**src/rtl/fsq_pkg.sv**
```systemverilog
package fsq_pkg;
    localparam int XLEN       = 32;
    localparam int NREG       = 12;
    localparam int BASE_REG   = 20;
    localparam int FRAME_W    = 5;
    localparam int RIDX_W     = 5;
    localparam int WORD_SHIFT = 2;
    localparam int SLOT_W     = $clog2(NREG);

    typedef enum logic [1:0] {
        ST_IDLE,
        ST_XFER,
        ST_FIN
    } fsq_state_e;

    typedef struct packed {
        logic                build;
        logic [FRAME_W-1:0]  frame;
        logic [RIDX_W-1:0]   jreg;
    } fsq_cmd_t;

    function automatic logic [XLEN-1:0] words_to_bytes(input logic [FRAME_W-1:0] w);
        return XLEN'(w) << WORD_SHIFT;
    endfunction

    function automatic logic [RIDX_W-1:0] slot_to_reg(input logic [SLOT_W-1:0] s);
        return RIDX_W'(BASE_REG) + RIDX_W'(s);
    endfunction
endpackage

```
**src/rtl/fsq_pick.sv**
```systemverilog
module fsq_pick #(
    parameter int N = 12,
    localparam int W = $clog2(N)
) (
    input  logic [N-1:0] vec,
    input  logic         high_first,
    output logic         found,
    output logic [W-1:0] idx
);
    logic [W-1:0] lo_idx;
    logic [W-1:0] hi_idx;

    always_comb begin
        hi_idx = '0;
        for (int i = 0; i < N; i++) begin
            if (vec[i]) hi_idx = W'(i);
        end
    end

    always_comb begin
        lo_idx = '0;
        for (int i = N - 1; i >= 0; i--) begin
            if (vec[i]) lo_idx = W'(i);
        end
    end

    assign found = |vec;
    assign idx   = high_first ? hi_idx : lo_idx;
endmodule

```
**src/rtl/fsq_spunit.sv**
```systemverilog
module fsq_spunit
    import fsq_pkg::*;
(
    input  logic [XLEN-1:0]    sp_cur,
    input  logic [FRAME_W-1:0] frame,
    input  logic               build,
    output logic [XLEN-1:0]    sp_step,
    output logic [XLEN-1:0]    sp_frame,
    output logic [XLEN-1:0]    xfer_addr
);
    localparam logic [XLEN-1:0] WORD_BYTES = XLEN'(1) << WORD_SHIFT;

    logic [XLEN-1:0] frame_bytes;

    assign frame_bytes = words_to_bytes(frame);
    assign sp_step     = build ? sp_cur - WORD_BYTES : sp_cur + WORD_BYTES;
    assign sp_frame    = build ? sp_cur - frame_bytes : sp_cur + frame_bytes;
    // stores pre-decrement, loads use the pointer before the increment
    assign xfer_addr   = build ? sp_step : sp_cur;
endmodule

```
**src/rtl/fsq_frame_seq.sv**
```systemverilog
module fsq_frame_seq
    import fsq_pkg::*;
(
    input  logic               clk,
    input  logic               rst,
    input  logic               cmd_valid,
    input  logic               cmd_build,
    input  logic [NREG-1:0]    cmd_mask,
    input  logic [FRAME_W-1:0] cmd_frame,
    input  logic [RIDX_W-1:0]  cmd_jreg,
    input  logic [XLEN-1:0]    sp_in,
    output logic               busy,
    output logic               done,
    output logic [XLEN-1:0]    sp_out,
    output logic               jump_valid,
    output logic [XLEN-1:0]    jump_addr,
    output logic [RIDX_W-1:0]  rf_raddr,
    input  logic [XLEN-1:0]    rf_rdata,
    output logic               rf_we,
    output logic [RIDX_W-1:0]  rf_waddr,
    output logic [XLEN-1:0]    rf_wdata,
    output logic               mem_req,
    output logic               mem_we,
    output logic [XLEN-1:0]    mem_addr,
    output logic [XLEN-1:0]    mem_wdata,
    input  logic [XLEN-1:0]    mem_rdata,
    input  logic               mem_ready
);
    fsq_state_e        state;
    fsq_cmd_t          cmd_r;
    logic [NREG-1:0]   pend;
    logic [XLEN-1:0]   sp_r;

    logic              idle;
    logic              sel_build;
    logic [FRAME_W-1:0] sel_frame;
    logic [XLEN-1:0]   sp_cur;
    logic [XLEN-1:0]   sp_step;
    logic [XLEN-1:0]   sp_frame;
    logic [XLEN-1:0]   xfer_addr;
    logic              pick_found;
    logic [SLOT_W-1:0] pick_idx;
    logic [NREG-1:0]   pend_after;
    logic              beat;

    assign idle      = (state == ST_IDLE);
    assign sel_build = idle ? cmd_build : cmd_r.build;
    assign sel_frame = idle ? cmd_frame : cmd_r.frame;
    assign sp_cur    = idle ? sp_in : sp_r;

    fsq_spunit u_sp (
        .sp_cur    (sp_cur),
        .frame     (sel_frame),
        .build     (sel_build),
        .sp_step   (sp_step),
        .sp_frame  (sp_frame),
        .xfer_addr (xfer_addr)
    );

    // build walks upward from r20, teardown walks downward from r31
    fsq_pick #(.N(NREG)) u_pick (
        .vec        (pend),
        .high_first (!cmd_r.build),
        .found      (pick_found),
        .idx        (pick_idx)
    );

    assign pend_after = pend & ~(NREG'(1) << pick_idx);
    assign beat       = (state == ST_XFER) && mem_ready;

    always_ff @(posedge clk) begin
        if (rst) begin
            state <= ST_IDLE;
            cmd_r <= '0;
            pend  <= '0;
            sp_r  <= '0;
        end else begin
            unique case (state)
                ST_IDLE: begin
                    if (cmd_valid) begin
                        cmd_r <= '{build: cmd_build, frame: cmd_frame, jreg: cmd_jreg};
                        pend  <= cmd_mask;
                        sp_r  <= cmd_build ? sp_in : sp_frame;
                        state <= (|cmd_mask) ? ST_XFER : ST_FIN;
                    end
                end
                ST_XFER: begin
                    if (mem_ready) begin
                        pend <= pend_after;
                        sp_r <= sp_step;
                        if (pend_after == '0) state <= ST_FIN;
                    end
                end
                ST_FIN: begin
                    state <= ST_IDLE;
                end
                default: state <= ST_IDLE;
            endcase
        end
    end

    assign busy       = !idle;
    assign done       = (state == ST_FIN);
    assign sp_out     = cmd_r.build ? sp_frame : sp_r;

    assign mem_req    = (state == ST_XFER) && pick_found;
    assign mem_we     = cmd_r.build;
    assign mem_addr   = xfer_addr;
    assign mem_wdata  = rf_rdata;

    assign rf_raddr   = done ? cmd_r.jreg : slot_to_reg(pick_idx);
    assign rf_we      = beat && !cmd_r.build;
    assign rf_waddr   = slot_to_reg(pick_idx);
    assign rf_wdata   = mem_rdata;

    assign jump_valid = done && !cmd_r.build && (cmd_r.jreg != '0);
    assign jump_addr  = jump_valid ? rf_rdata : '0;
endmodule

```
**config.mk**
```make
export PLATFORM = sky130hd
export DESIGN_NAME = fsq_frame_seq
export DESIGN_NICKNAME = d
export VERILOG_FILES = /design/src/rtl/fsq_pkg.sv /design/src/rtl/fsq_pick.sv /design/src/rtl/fsq_spunit.sv /design/src/rtl/fsq_frame_seq.sv
export SDC_FILE = /design/constraint.sdc
export NUM_CORES = 1
export LEC_CHECK = 0
export BUFFER_PORTS_ARGS = -buffer_cell sky130_fd_sc_hd__buf_2
export CAP_MARGIN = 20
export CELL_PAD_IN_SITES_DETAIL_PLACEMENT = 0
export CELL_PAD_IN_SITES_GLOBAL_PLACEMENT = 1
export CORE_MARGIN = 2
export CORE_UTILIZATION = 36
export CTS_CLUSTER_DIAMETER = 100
export DETAILED_ROUTE_END_ITERATION = 8
export MAX_ROUTING_LAYER = met4
export PLACE_DENSITY_LB_ADDON = 0.1
export SYNTH_ARGS = -nofsm -noshare
export SYNTH_HDL_FRONTEND = slang
export SYNTH_SLANG_ARGS = --single-unit
```
**constraint.sdc**
```tcl
create_clock -name clk -period 5.35 [get_ports clk]
set_input_delay 0.535 -clock clk [delete_from_list [all_inputs] [get_ports clk]]
set_output_delay 0.535 -clock clk [all_outputs]
set_load 0.005 [all_outputs]
```
==> impl_metrics.csv <==
group,metric,value,unit
grt,grt_first_pass_wirelength,47600,um
grt,grt_pass1_vias,8496,
clock_network,clk_latency,0.35,ns
placed_design,io_buffers,234,
routing,postRouteAntennaNets,0,
synthesis,synthTopCellsByArea,"dfxtp_1 14%, ha_1 9.1%, mux2_2 8.2%, nand2_1 7.7%, a21oi_1 6.9%",
synthesis,netlist.area_leader.share,0.138,
worst_setup_path,crit_required,4.82,ns
die,row_count,55,
worst_setup_path,path_buf_inv,1,
clock_network,path_clk_slew,0.06,ns
synthesis,async_flop_share,0,
synthesis,syn-instance-count,1158,
synthesis,syn_area,0.00824,mm2
pwr,irDropWorstVdd,0.179,mV
sta,rsz0062_at_grt,"no",
worst_setup_path,critical-path-max-stage-delay,0.41,ns
synthesis,ys_warn_count,0,
grt,antenna_found_initial,1,
synthesis,synth_edf_count,0,
grt,track_usage,0.257,
clock_network,root_buffer,"clkbuf_16",
synthesis,yosysMostFrequentCell,"nand2_1",
sta,hold_viol,0,
placed_design,hpwl,23800,um
sta,period_share,0.955,
sta,finalCriticalPeriod,5.11,ns
sta,tns,0,ns
die,io_pins,299,
die,initial_utilization,0.365,
worst_setup_path,critPathTopFamily,"compound AO/OA/AOI/OAI gates",
pwr,p_total,3.76,mW
job,drv_cap,0,
final_layout,drive_above_1_share,0.271,
pwr,comb_power_share,0.678,
sta,worst_slew_margin_rel,0.367,
die,core,0.0226,mm2
sta,holdWs,0.430,ns
worst_setup_path,critPathSlowestCell,"nand2b_1",
routing,drc_errors,0,
pwr,power_density,393,mW/mm2
placed_design,gp_congestion,0.926,
synthesis,netlist_top_cells_count,"170 x nand2_1, 113 x a21oi_1, 78 x nor2_1",
sta,worstMarginPinSlew,0.947,ns
worst_setup_path,path_class,"reg2out",
pwr,switchingPower,1.80,mW
worst_setup_path,endpoint_kind,"output pin",
final_layout,synthToLayoutAreaGrowth,16.1,%
die,fp.dieW,155,um
worst_setup_path,crit_path_frequent_cell,"ha_1",
synthesis,synth-seq-cells,57,
sta,fin_skew,0.0113,ns
clock_network,cts_buffer_depth,2,
worst_setup_path,arrival,4.57,ns
routing,first_pass_iters,5,
routing,vias,8863,
synthesis,synth-main-ff-cell,"dfxtp_1",
clock_network,htree_num_levels,3,
worst_setup_path,cp_cell_sequence,"nor2_4 > mux2i_2 > ha_1 > o21a_1 > ha_1 > nand2b_1 > ha_1 > a21oi_1 > o211ai_1 > a2111o_1 > nand3b_1 > nand2_1 > o21bai_1 > a21oi_1 > xnor2_1 > mux2_2 > buf_2",
synthesis,yosys.area.top_type,"dfxtp_1",
clock_network,numClockSinks,57,
die,die_y,155,um
pwr,clock_power_share,0.174,
grt,gr-total-overflow,0,
clock_network,cts_tree,"yes",
clock_network,cts_hold_buf,0,
hold_path,hold_class,"in2reg",
die,die-area,0.0241,mm2
routing,post_drt_wl_per_cell,19.6,um
final_layout,fin_nets,1479,
pwr,leakage,4.53,nW
sta,drv_slew,0,
synthesis,ys_types,78,
routing,finalWirelength,31100,um
synthesis,syn_nets,1343,
synthesis,avgSynthCellArea,7.12,um2
routing,viasPerCell,5.59,
outcome,outcome,"finished clean",
worst_setup_path,startpoint_type,"flip-flop",
worst_setup_path,cp_max_fo,8,
clock_network,cts_inserted_buffers,9,
sta,setup_viol,0,
pwr,p_seq_frac,0.147,
sta,clock.fmax,196,MHz
synthesis,ys_seq_area_frac,0.138,
pwr,p_int,1.96,mW
grt,grt_max_degree,51,
pwr,switching_share,0.479,
routing,first_iter_violations,592,
## routing by layer
| layer | routed length (um) | vias to the layer above | GRT usage | part of all wire |
|---|---|---|---|---|
| met1 | 14500 | 4158 | 0.337 | 0.47 |
| li1 | - | 4394 | - | - |
| met3 | 1400 | 30 | 0.0279 | 0.045 |
| met4 | 488 | 0 | 0.0660 | 0.016 |
| met2 | 14700 | 281 | 0.424 | 0.47 |
| met5 | 0 | - | - | 0 |
## sequential cells by signal, indices dropped and copies added (netlist names)
register,flops
sp_r,32
pend,12
cmd_r,10
state,2
mem_we,1
## layout by cell type, fill, tap and decap left out, types with 4 or more instances in the layout
cell / synthesis / layout
a211o_1: 7 / 7
a211oi_1: 20 / 19
a21o_1: 27 / 27
a21oi_1: 113 / 113
a221oi_1: 6 / 6
a22oi_1: 6 / 6
a31oi_1: 9 / 9
a32o_1: 9 / 9
and2_1: 42 / 42
and3_1: 9 / 9
buf_2: 0 / 234
buf_4: 64 / 18
clkbuf_16: 0 / 9
dfxtp_1: 57 / 56
ha_1: 60 / 60
inv_1: 25 / 24
mux2_2: 60 / 60
mux2i_1: 15 / 14
nand2_1: 170 / 170
nand2b_1: 16 / 16
nand3_1: 12 / 12
nand4_1: 5 / 5
nor2_1: 78 / 76
nor3_1: 31 / 31
nor4_1: 6 / 6
o211ai_1: 15 / 15
o21a_1: 7 / 7
o21ai_0: 54 / 54
o21ai_1: 28 / 28
o21bai_1: 4 / 4
o31a_1: 5 / 5
o31ai_1: 6 / 5
or2_1: 4 / 4
xnor2_1: 37 / 37
xor2_1: 21 / 21
## final timing paths
path	start	to	slack, ns	cells past startpoint
max reg2reg	state[1]$_SDFFE_PP0P_	sp_r[31]$_SDFFE_PP0P_	1.00	16
min	cmd_jreg[3]	cmd_r[3]$_SDFFE_PP0P_	0.43	3
min reg2reg	sp_r[27]$_SDFFE_PP0P_	sp_r[27]$_SDFFE_PP0P_	0.47	2
max	state[1]$_SDFFE_PP0P_	sp_out[29]	0.24	17
## worst min-delay path, delay by kind of cell
kind | cells | cell delay, ns
AO/OA/AOI/OAI | 1 | 0.05
AND/OR/NAND/NOR | 1 | 0.05
buffers and inverters | 1 | 0.09
## final cells by class
cell class | count | area (um2)
fill | 2450 | 13000
multi-input combinational | 945 | 6310
timing repair buffer | 253 | 1330
sequential | 57 | 1140
tap | 285 | 357
clock buffer | 11 | 243
inverter | 28 | 105
clock inverter | 5 | 78.8
antenna | 1 | 2.50
## repair_timing
action / CTS / global route
resized for setup: 0 / 3
setup buffers: 0 / 2
setup endpoints to repair: 0 / 5
hold endpoints to repair: 0 / 0
## metrics by stage
step	utilization	instances	instance area, um2	setup slack, ns
after floorplan	-	1158	8240	0.327
after global placement	0.408	1566	9210	0.582
after detailed placement	0.408	1566	9210	0.468
after CTS	0.422	1582	9530	0.0992
after global routing	0.424	1585	9570	0.0311
final	0.424	1585	9570	0.241
## logic make-up after synthesis
| group | after synthesis | share of synthesized area |
|---|---|---|
| simple gates | 392 | 0.220 |
| compound gates | 356 | 0.280 |
| buf+inv | 156 | 0.101 |
| mux | 76 | 0.102 |
| fa+ha+maj | 63 | 0.0972 |
| xor+xnor | 58 | 0.0616 |
| flops | 57 | 0.138 |
## power groups by stage
stage          logic [mW]  registers (mW)  clock network [mW]
3_3_place_gp         2.54           0.561                   0
6_report             2.55           0.554               0.657
4_1_cts              2.53           0.552               0.667
3_5_place_dp         2.51           0.561                   0
2_1_floorplan        1.80           0.537                   0
5_1_grt              2.82           0.564               0.683
Note: power is estimated with default switching activity, not from simulation.
